## src/rtl/ped_xing_pkg.sv

```systemverilog
package ped_xing_pkg;

  typedef enum logic [2:0] {
    PH_NORMAL = 3'd0,
    PH_REQ    = 3'd1,
    PH_AMBER  = 3'd2,
    PH_CROSS  = 3'd3,
    PH_FON    = 3'd4,
    PH_FOFF   = 3'd5
  } phase_e;

endpackage

```

## src/rtl/ped_xing_sensor_win.sv

```systemverilog
module ped_xing_sensor_win #(
  parameter int CHECK_TICKS = 5000
) (
  input  logic clk_i,
  input  logic rst_ni,
  input  logic en_i,
  input  logic tick_i,
  input  logic clear_i,
  output logic pass_o
);

  localparam int CW = $clog2(CHECK_TICKS + 1);

  logic [CW-1:0] cnt_q;

  assign pass_o = en_i && clear_i && tick_i && (cnt_q == CW'(CHECK_TICKS - 1));

  // any cycle without a clear road restarts the window
  always_ff @(posedge clk_i or negedge rst_ni) begin
    if (!rst_ni)                cnt_q <= '0;
    else if (!en_i || !clear_i) cnt_q <= '0;
    else if (tick_i)            cnt_q <= pass_o ? '0 : cnt_q + 1'b1;
  end

  AST_WIN_RANGE: assert property (@(posedge clk_i) disable iff (!rst_ni)
    cnt_q < CW'(CHECK_TICKS));

  AST_WIN_RESTART: assert property (@(posedge clk_i) disable iff (!rst_ni)
    !clear_i |=> cnt_q == '0);

endmodule

```

## src/rtl/ped_xing_timer.sv

```systemverilog
module ped_xing_timer #(
  parameter int W = 14
) (
  input  logic         clk_i,
  input  logic         rst_ni,
  input  logic         en_i,
  input  logic         restart_i,
  input  logic         tick_i,
  input  logic [W-1:0] limit_i,
  output logic         done_o
);

  logic [W-1:0] cnt_q;

  assign done_o = en_i && tick_i && (cnt_q == limit_i - 1'b1);

  always_ff @(posedge clk_i or negedge rst_ni) begin
    if (!rst_ni)                  cnt_q <= '0;
    else if (!en_i || restart_i)  cnt_q <= '0;
    else if (tick_i)              cnt_q <= cnt_q + 1'b1;
  end

  AST_TMR_BELOW_LIMIT: assert property (@(posedge clk_i) disable iff (!rst_ni)
    en_i |-> cnt_q < limit_i);

  AST_TMR_HOLD: assert property (@(posedge clk_i) disable iff (!rst_ni)
    (!tick_i && en_i && !restart_i) |=> $stable(cnt_q));

endmodule

```

## src/rtl/ped_xing_flash_cnt.sv

```systemverilog
module ped_xing_flash_cnt #(
  parameter int FLASH_REPS = 16
) (
  input  logic clk_i,
  input  logic rst_ni,
  input  logic clr_i,
  input  logic inc_i,
  output logic last_o
);

  localparam int FW = $clog2(FLASH_REPS + 1);

  logic [FW-1:0] cnt_q;

  assign last_o = (cnt_q == FW'(FLASH_REPS - 1));

  always_ff @(posedge clk_i or negedge rst_ni) begin
    if (!rst_ni)     cnt_q <= '0;
    else if (clr_i)  cnt_q <= '0;
    else if (inc_i)  cnt_q <= last_o ? '0 : cnt_q + 1'b1;
  end

  AST_FLASH_CNT_RANGE: assert property (@(posedge clk_i) disable iff (!rst_ni)
    cnt_q < FW'(FLASH_REPS));

endmodule

```

## src/rtl/ped_xing_lamps.sv

```systemverilog
module ped_xing_lamps
  import ped_xing_pkg::*;
(
  input  phase_e phase_i,
  output logic   road_grn_o,
  output logic   road_amb_o,
  output logic   road_red_o,
  output logic   wait_o,
  output logic   walk_o,
  output logic   dont_walk_o
);

  logic [5:0] lamps;

  // {grn, amb, red, wait, walk, dont_walk}
  always_comb begin
    unique case (phase_i)
      PH_NORMAL: lamps = 6'b100001;
      PH_REQ:    lamps = 6'b100101;
      PH_AMBER:  lamps = 6'b010101;
      PH_CROSS:  lamps = 6'b001010;
      PH_FON:    lamps = 6'b010010;
      PH_FOFF:   lamps = 6'b000000;
      default:   lamps = 6'b100001;
    endcase
  end

  assign {road_grn_o, road_amb_o, road_red_o, wait_o, walk_o, dont_walk_o} = lamps;

endmodule

```

## src/rtl/ped_xing_seq.sv

```systemverilog
module ped_xing_seq
  import ped_xing_pkg::*;
#(
  parameter int CHECK_TICKS = 5000,
  parameter int AMBER_TICKS = 4000,
  parameter int CROSS_TICKS = 10000,
  parameter int HALF_TICKS  = 500,
  parameter int FLASH_REPS  = 16
) (
  input  logic clk_i,
  input  logic rst_ni,
  input  logic tick_i,
  input  logic req_i,
  input  logic road_clear_i,
  output logic road_grn_o,
  output logic road_amb_o,
  output logic road_red_o,
  output logic wait_o,
  output logic walk_o,
  output logic dont_walk_o
);

  localparam int MAX_AC = (AMBER_TICKS > CROSS_TICKS) ? AMBER_TICKS : CROSS_TICKS;
  localparam int MAX_T  = (MAX_AC > HALF_TICKS) ? MAX_AC : HALF_TICKS;
  localparam int TW     = $clog2(MAX_T + 1);

  phase_e        phase_q, phase_d;
  logic          win_pass, tmr_done, tmr_en, tmr_restart;
  logic          flash_last, flash_clr, flash_inc;
  logic [TW-1:0] tmr_limit;

  always_comb begin
    phase_d = phase_q;
    unique case (phase_q)
      PH_NORMAL: if (req_i)    phase_d = PH_REQ;
      PH_REQ:    if (win_pass) phase_d = PH_AMBER;
      PH_AMBER:  if (tmr_done) phase_d = PH_CROSS;
      PH_CROSS:  if (tmr_done) phase_d = PH_FON;
      PH_FON:    if (tmr_done) phase_d = PH_FOFF;
      PH_FOFF:   if (tmr_done) phase_d = flash_last ? PH_NORMAL : PH_FON;
      default:   phase_d = PH_NORMAL;
    endcase
  end

  always_ff @(posedge clk_i or negedge rst_ni) begin
    if (!rst_ni) phase_q <= PH_NORMAL;
    else         phase_q <= phase_d;
  end

  always_comb begin
    unique case (phase_q)
      PH_AMBER:        tmr_limit = TW'(AMBER_TICKS);
      PH_CROSS:        tmr_limit = TW'(CROSS_TICKS);
      PH_FON, PH_FOFF: tmr_limit = TW'(HALF_TICKS);
      default:         tmr_limit = TW'(MAX_T);
    endcase
  end

  assign tmr_en      = (phase_q == PH_AMBER) || (phase_q == PH_CROSS) ||
                       (phase_q == PH_FON)   || (phase_q == PH_FOFF);
  assign tmr_restart = (phase_d != phase_q);
  assign flash_clr   = !((phase_q == PH_FON) || (phase_q == PH_FOFF));
  assign flash_inc   = (phase_q == PH_FOFF) && tmr_done;

  ped_xing_sensor_win #(.CHECK_TICKS(CHECK_TICKS)) u_win (
    .clk_i   (clk_i),
    .rst_ni  (rst_ni),
    .en_i    (phase_q == PH_REQ),
    .tick_i  (tick_i),
    .clear_i (road_clear_i),
    .pass_o  (win_pass)
  );

  ped_xing_timer #(.W(TW)) u_tmr (
    .clk_i     (clk_i),
    .rst_ni    (rst_ni),
    .en_i      (tmr_en),
    .restart_i (tmr_restart),
    .tick_i    (tick_i),
    .limit_i   (tmr_limit),
    .done_o    (tmr_done)
  );

  ped_xing_flash_cnt #(.FLASH_REPS(FLASH_REPS)) u_flash (
    .clk_i  (clk_i),
    .rst_ni (rst_ni),
    .clr_i  (flash_clr),
    .inc_i  (flash_inc),
    .last_o (flash_last)
  );

  ped_xing_lamps u_lamps (
    .phase_i     (phase_q),
    .road_grn_o  (road_grn_o),
    .road_amb_o  (road_amb_o),
    .road_red_o  (road_red_o),
    .wait_o      (wait_o),
    .walk_o      (walk_o),
    .dont_walk_o (dont_walk_o)
  );

  AST_ROAD_ONE_LAMP: assert property (@(posedge clk_i) disable iff (!rst_ni)
    $countones({road_grn_o, road_amb_o, road_red_o}) <= 1);

  AST_WALK_NOT_ON_GREEN: assert property (@(posedge clk_i) disable iff (!rst_ni)
    !(walk_o && (road_grn_o || dont_walk_o)));

  AST_REST_HOLDS: assert property (@(posedge clk_i) disable iff (!rst_ni)
    (phase_q == PH_NORMAL && !req_i) |=> phase_q == PH_NORMAL);

  AST_REQ_EXIT: assert property (@(posedge clk_i) disable iff (!rst_ni)
    (phase_q == PH_REQ && !(road_clear_i && tick_i)) |=> phase_q == PH_REQ);

  AST_NO_TICK_HOLD: assert property (@(posedge clk_i) disable iff (!rst_ni)
    (!tick_i && phase_q != PH_NORMAL) |=> $stable(phase_q));

  AST_REQ_IGNORED: assert property (@(posedge clk_i) disable iff (!rst_ni)
    (phase_q == PH_CROSS) |=> phase_q inside {PH_CROSS, PH_FON});

endmodule

```

## config.mk

```make
export PLATFORM = sky130hd
export DESIGN_NAME = ped_xing_seq
export DESIGN_NICKNAME = d
export VERILOG_FILES = /design/src/rtl/ped_xing_pkg.sv /design/src/rtl/ped_xing_sensor_win.sv /design/src/rtl/ped_xing_timer.sv /design/src/rtl/ped_xing_flash_cnt.sv /design/src/rtl/ped_xing_lamps.sv /design/src/rtl/ped_xing_seq.sv
export SDC_FILE = /design/constraint.sdc
export NUM_CORES = 1
export LEC_CHECK = 0
export ABC_CLOCK_PERIOD_IN_PS = 1910
export CELL_PAD_IN_SITES_DETAIL_PLACEMENT = 0
export CELL_PAD_IN_SITES_GLOBAL_PLACEMENT = 2
export CORE_UTILIZATION = 36
export DETAILED_ROUTE_END_ITERATION = 16
export DONT_BUFFER_PORTS = 1
export PLACE_DENSITY = 0.78
export SETUP_SLACK_MARGIN = 0.2
export SYNTH_ARGS = -nofsm -noshare
export SYNTH_HDL_FRONTEND = slang
export SYNTH_SLANG_ARGS = --single-unit
```

## constraint.sdc

```tcl
create_clock -name clk_i -period 1.91 [get_ports clk_i]
set_input_delay 0.382 -clock clk_i [delete_from_list [all_inputs] [get_ports clk_i]]
set_output_delay 0.382 -clock clk_i [all_outputs]
set_load 0.02 [all_outputs]
```

# [After elaboration in Yosys (flattened, before gate mapping)]
# Index checks and enable logic that the tools add are counted.
# W data, S select, Z words.
[classes] order_cmp=0 n_eq_ne=10 bitwise=0 div_mod_pow=0 reduce_logical=19 shift=0 n_mul=0 add_sub_neg=4 mux=18
[op_table] operator="$mux W13" count=3
[op_table] operator="$pmux W6 S5" count=1
[op_table] operator="$mux W14" count=2
[op_table] operator="$pmux W14 S2" count=1
[op_table] operator="$mux W3" count=7
[op_table] operator="$pmux W3 S6" count=1
[op_table] operator="$mux W5" count=3
[op_table] operator="$add A14 B1 Y14 const B" count=1
[op_table] operator="$eq A14 B14 Y1" count=1
[op_table] operator="$sub A14 B1 Y14 const B" count=1
[op_table] operator="$add A13 B1 Y13 const B" count=1
[op_table] operator="$eq A13 B13 Y1 const B" count=1
[op_table] operator="$eq A3 B2 Y1 const B" count=2
[op_table] operator="$eq A3 B3 Y1 const B" count=2
[op_table] operator="$logic_and A1 B1 Y1" count=6
[op_table] operator="$logic_or A1 B1 Y1" count=6
[op_table] operator="$add A5 B1 Y5 const B" count=1
[op_table] operator="$eq A5 B4 Y1 const B" count=1
[op_table] operator="$reduce_bool A2 Y1" count=2
[op_table] operator="$eq A3 B1 Y1 const B" count=1
[op_table] operator="$logic_not A1 Y1" count=3
[op_table] operator="$logic_not A3 Y1" count=1
[op_table] operator="$ne A3 B3 Y1" count=1
[op_table] operator="$ne A2 B2 Y1 const B" count=1
[op_table] operator="$reduce_or A2 Y1" count=1
[totals] elab_cells=55 regBits=35 mem_bits_ro=0 mem_count=0 latch_bits=0 ramBits=0

# [Longest topological paths before layout]
[depth] depth_word=11 mapped_depth=7

# [Modules after synthesis]
# A second synthesis with hierarchy kept.
[hier_totals] hier_cells=291 area_unflattened_um2=2519.9
[by_module_without_submodules] mod="ped_xing_timer" cells_each=143 n_inst=1 area_per_inst_um2=1209.9
[by_module_without_submodules] mod="ped_xing_sensor_win" cells_each=83 n_inst=1 area_per_inst_um2=757.0
[by_module_without_submodules] mod="ped_xing_seq" cells_each=32 n_inst=1 area_per_inst_um2=249.0
[by_module_without_submodules] mod="ped_xing_flash_cnt" cells_each=24 n_inst=1 area_per_inst_um2=247.7
[by_module_without_submodules] mod="ped_xing_lamps" cells_each=9 n_inst=1 area_per_inst_um2=56.3

# [Worst setup path before layout]
# OpenSTA, ideal clock, no wires.
[synth_timing] kind="reg2reg" start="reg u_tmr.cnt_q[0]" end="reg u_tmr.cnt_q[11]" slack_ps=-99 required_time_ps=1787 setup_time_ps=123 path_stages_with_launch=8 period_less_slack_ps=2009 arrival_ps=1886 path_cell_list="dfrtp_1 ha_1 and4b_1 o221ai_2 a2111oi_4 a21boi_4 buf_6 nor3_1"
[synth_via] elab_chain_cells=7 elab_cells_between_ends=13 cone_classes="1 x add/sub; 2 x eq/ne; 7 x mux; 3 x reduce/logical"
[synth_lines] element="start: declaration" line_no="ped_xing_timer.sv:13" source="logic [W-1:0] cnt_q;"
[synth_lines] element="start signal: assignment" line_no="ped_xing_timer.sv:20" source="else if (tick_i) cnt_q <= cnt_q + 1'b1;"
[synth_lines] element="$eq A14 B14 Y1" line_no="ped_xing_timer.sv:15" source="assign done_o = en_i && tick_i && (cnt_q == limit_i - 1'b1);"
[synth_lines] element="$logic_and A1 B1 Y1" line_no="ped_xing_timer.sv:15"
[synth_lines] element="$mux W3 (on tied branches)"
[synth_lines] element="$pmux W3 S6" line_no="ped_xing_seq.sv:34" source="unique case (phase_q)"
[synth_lines] element="$ne A3 B3 Y1" line_no="ped_xing_seq.sv:61" source="assign tmr_restart = (phase_d != phase_q);"
[synth_lines] element="$logic_or A1 B1 Y1" line_no="ped_xing_timer.sv:19" source="else if (!en_i || restart_i) cnt_q <= '0;"
[synth_lines] element="$mux W14 or $reduce_bool A2 Y1 (tied branches)"
# Parallel ways exist; a longest one is shown, timed or not. The select of a mux whose other input is x is not followed.
# A chain may end at the register's enable or synchronous reset.

# [Worst setup path after layout]
[layout_timing] start="reg phase_q[1]" end="reg phase_q[0]"
[layout_via] elab_chain_cells=8 elab_cells_between_ends=24 cone_classes="1 x add/sub; 6 x eq/ne; 7 x mux; 10 x reduce/logical"
[layout_lines] element="start: declaration" line_no="ped_xing_seq.sv:27" source="phase_e phase_q, phase_d;"
[layout_lines] element="start signal: assignment" line_no="ped_xing_seq.sv:47" source="else phase_q <= phase_d;"
[layout_lines] element="$eq A3 B3 Y1, or another cell as far along" line_no="ped_xing_seq.sv:34, ped_xing_seq.sv:51, ped_xing_seq.sv:60"
[layout_lines] element="$reduce_or A2 Y1 or $logic_or A1 B1 Y1 (tied branches)" line_no="ped_xing_seq.sv:51, ped_xing_seq.sv:59"
[layout_lines] element="$pmux W14 S2 or $logic_or A1 B1 Y1 (tied branches)" line_no="ped_xing_seq.sv:51, ped_xing_seq.sv:59"
[layout_lines] element="$sub A14 B1 Y14 or $logic_or A1 B1 Y1 (tied branches)" line_no="ped_xing_timer.sv:15, ped_xing_seq.sv:60"
[layout_lines] element="$eq A14 B14 Y1 or $logic_and A1 B1 Y1 (tied branches)" line_no="ped_xing_timer.sv:15"
[layout_lines] element="$logic_and A1 B1 Y1" line_no="ped_xing_timer.sv:15"
[layout_lines] element="$mux W3 (on tied branches)"
[layout_lines] element="$pmux W3 S6 *" line_no="ped_xing_seq.sv:34"
[layout_lines] element="via phase_d[0]" line_no="ped_xing_seq.sv:27"
# Mark *: on every way through the listed nets, which the timed path passes. The rest lies on a longest branch.

==> summary.txt <==
==========================================================================================
Run status                                                                    complete, but fails checks
Violations in the final reports                                               setup timing
Number of distinct library cells after synthesis                                        53
Sequential share of the synthesized area                                            0.4120
Combined buffer and inverter count along the critical path                               3
#FFs+latches synth                                                                      35
Slew @ Worst Pin                                                                 0.3208 ns
Clock sink total                                                                        35
Hold Crit Class                                                                     in2reg
Leak Pwr                                                                          1.407 nW
Total congestion overflow                                                                0
Tmin final                                                                        2.023 ns
Final layout net count                                                                 302
Count of max-cap constraint violations                                                   0
Syn Nets                                                                               234
Worst vdd ir                                                                   0.0004130 V
Minimum setup slack in the final design                                         -0.1126 ns
Category of the worst setup path capture point                                        flop
Port bufs                                                                                0
Crit-path most repeated cell                                                         buf_4
Largest net degree at the start of global routing                                       36
GRT Total Usage                                                                     0.1920
Synth Instances                                                                        226
Number of antenna violations at the first check in global routing                        0
Final ANT Viol Nets                                                                      0
First-pass detailed-route iteration total                                                4
Number of vias in the routed layout                                                  1,953
Initial Utilization                                                                 0.3791
Overall routed net length                                                          5980 um
Iter 0 DRT Violations                                                                   81
Worst Path Required                                                                2.10 ns
Kind of start point of the critical path                                              flop
First-pass GRT wire length                                                         9156 um
Final slew viol count                                                                    0
Detailed-placement wirelength estimate                                             3618 um
TritonCTS clock tree                                                                 built
YS warnings                                                                              0
Post-route cell area                                                             3257 um^2
Fill cell total of the finished layout                                                 477
Final critical-path share of the clock period                                        1.059
Stage delay of the slowest cell on the critical path                               0.41 ns
Switching Power                                                                  0.5588 mW
Cells along the critical path                                                 buf_4, nor3b_2, a221oi_2, buf_4, a2111oi_4, buf_4, o21ai_0, a221oi_1
Critical Path Slowest Stage Cell                                                   dfrtp_2
Peak clock frequency supported by timing                                        0.4944 GHz
Internal power                                                                    1.532 mW
Clock edge transition at the registers on the reported setup and hold paths        0.08 ns
Clock power frac                                                                     0.386
Number of global-route vias before repair                                            1,886
Overall die width                                                                 78.85 um
Final Power                                                                       2.090 mW
Placeable core region                                                            5608 um^2
Clk_lat worst skew                                                                 0.29 ns
Number of antenna repair diodes                                                          0
Maximum root-to-sink buffer count                                                        2
Reg power frac                                                                       0.418
Share of synthesized flip-flops with an asynchronous set or reset                    1.000
Pwr dens                                                                      641.8 nW/um^2
Fraction of the core area covered by cells at the end of the flow                   0.5808
Average cell area after synthesis                                               9.406 um^2
Clock skew                                                                      0.01121 ns
Number of failing hold endpoints at the final stage                                      0
Cell Area, Placed                                                                2549 um^2
Mean routed wirelength per cell                                                   16.29 um
# IOs                                                                                   11
Setup repair after global routing missed its margin                                    yes
Prevailing post-synth register cell                                                dfrtp_1
Total of endpoints with negative setup slack in the final report                        22
Layout overhead on the synthesized area                                             53.21%
Crit path max-delay family                                                    compound AO/OA/AOI/OAI gates
Vertical die dimension                                                            78.85 um
Via density per instance                                                             5.322
Maximum fanout count along the critical path                                             5
Number of clock buffers inserted by TritonCTS                                            5
Share of layout cells above drive strength 1                                        0.4949
Slew Limit Headroom                                                                 0.7845
Row cnt                                                                                 27
DIE AREA                                                                         6217 um^2
Root Driver                                                                       clkbuf_8
Final RePlAce weighted congestion                                                   0.7794
CP arrival                                                                         2.22 ns
Summed instance area of the synthesized netlist                                  2126 um^2
Number of remaining DRC errors                                                           0
Portion of total power attributed to combinational logic                             0.196
Switching power as a share of total power                                           0.2673
Number of H-tree levels                                                                  2
Number of synthesized flops with an enable pin                                           0
Kind of critical path                                                              reg2reg
==========================================================================================
## layout by cell type (no fill, tap or decap), types with 11 or more instances in the layout
cell type	netlist	final
nand4_1	11	11
buf_6	2	16
buf_4	3	53
nor3_2	1	12
nor2_1	16	11
xor2_1	13	12
nand2_1	24	23
dfrtp_1	35	33
## layout make-up
cell class | instances | area, um^2 | share of cell area
clock buffer | 5 | 68.82 | 0.02113
clock inverter | 3 | 67.56 | 0.02075
inverter | 5 | 22.52 | 0.006915
multi-input combinational | 174 | 1481 | 0.4549
sequential | 35 | 878.3 | 0.2697
tap | 72 | 90.09 | 0.02766
timing repair buffer | 73 | 648.1 | 0.1990
## layer usage
metal,track usage,routed length (um),up-vias
met5,0,0,-
met4,0.07091,56,0
met3,0.02874,158,5
met2,0.3313,3025,22
met1,0.2422,2739,976
li1,-,-,950
## repair_timing
action	in CTS	in global routing
endpoints found under the hold margin	35	0
setup buffers	12	11
resized for setup	41	41
hold buffers	2	0
cloned	0	1
pin swaps	10	18
endpoints found under the setup margin	39	40
## per-stage QoR
| step | cells | worst slack [ns] | setup TNS (ns) | hold WS [ns] |
|---|---|---|---|---|
| final | 367 | -0.1126 | -1.257 | 0.2720 |
| after global routing | 367 | -0.1648 | -2.357 | 0.2674 |
| after CTS | 355 | -0.03880 | -0.1390 | 0.2584 |
| after detailed placement | 333 | -0.09857 | -0.7973 | 0.08728 |
| after global placement | 333 | -0.07360 | -0.6432 | 0.08713 |
| after floorplan | 226 | -0.04022 | -0.3976 | 0.08641 |
## power groups by stage
stage | combinational [mW] | sequential [mW] | clock, mW
floorplan | 0.192 | 0.897 | 0
global placement | 0.355 | 0.883 | 0
detailed placement | 0.360 | 0.884 | 0
CTS | 0.384 | 0.871 | 0.834
global route | 0.451 | 0.884 | 0.867
finish | 0.409 | 0.875 | 0.807
## registers in the layout, indices dropped and copies added, names as in the netlist
register	cells
u_win.cnt_q	13
u_tmr.cnt_q	14
phase_q	3
u_flash.cnt_q	5
## synth_stat cells, drive strengths merged, types with 2 or more instances
| master | instances | area, um^2 |
|---|---|---|
| nand2 | 24 | 90.09 |
| and2 | 4 | 26.28 |
| or3 | 2 | 12.51 |
| nor4b | 3 | 26.28 |
| a22o | 2 | 17.52 |
| nand4b | 2 | 17.52 |
| nor2b | 2 | 12.51 |
| nand2b | 2 | 20.02 |
| o21ai | 14 | 70.07 |
| a21oi | 4 | 20.02 |
| mux2i | 4 | 40.04 |
| xor2 | 13 | 113.9 |
| dfrtp | 35 | 875.8 |
| clkbuf | 7 | 26.28 |
| inv | 5 | 18.77 |
| ha | 3 | 37.54 |
| buf | 6 | 50.04 |
| nand4 | 12 | 81.33 |
| nand3 | 11 | 67.57 |
| nor2 | 16 | 60.06 |
| and3 | 3 | 18.77 |
| xnor2 | 7 | 61.31 |
| a21o | 2 | 15.01 |
| a221oi | 2 | 17.52 |
| nor3 | 19 | 100.1 |
| a31o | 2 | 17.52 |
## path summary, 6_finish.rpt
path	from	endpoint	slack (ns)	cells past startpoint
worst max-delay path	phase_q[1]$_DFF_PN0_	phase_q[0]$_DFF_PN0_	-0.11	8
worst min-delay path	road_clear_i	u_win.cnt_q[2]$_DFFE_PN0P_	0.27	2
worst max register to register	phase_q[1]$_DFF_PN0_	phase_q[0]$_DFF_PN0_	-0.11	8
worst min register to register	u_flash.cnt_q[3]$_DFFE_PN0P_	u_flash.cnt_q[3]$_DFFE_PN0P_	0.53	1
max in group asynchronous	rst_ni	u_tmr.cnt_q[10]$_DFFE_PN0P_	1.15	2
min in group asynchronous	rst_ni	u_tmr.cnt_q[13]$_DFFE_PN0P_	0.55	2
## cells by family (layout without fill, tap and decap cells)
family	Yosys count	count (layout)	share of synthesized area
AOI/OAI and AO/OA	37	38	0.1372
xor gates and xnor gates	20	20	0.08240
adders and majority gates	3	3	0.01766
buffers and inverters	18	86	0.04473
DFF	35	35	0.4120
muxes	4	4	0.01884
and+or+nand+nor	109	109	0.2872
Note: power is estimated with default switching activity, not from simulation.
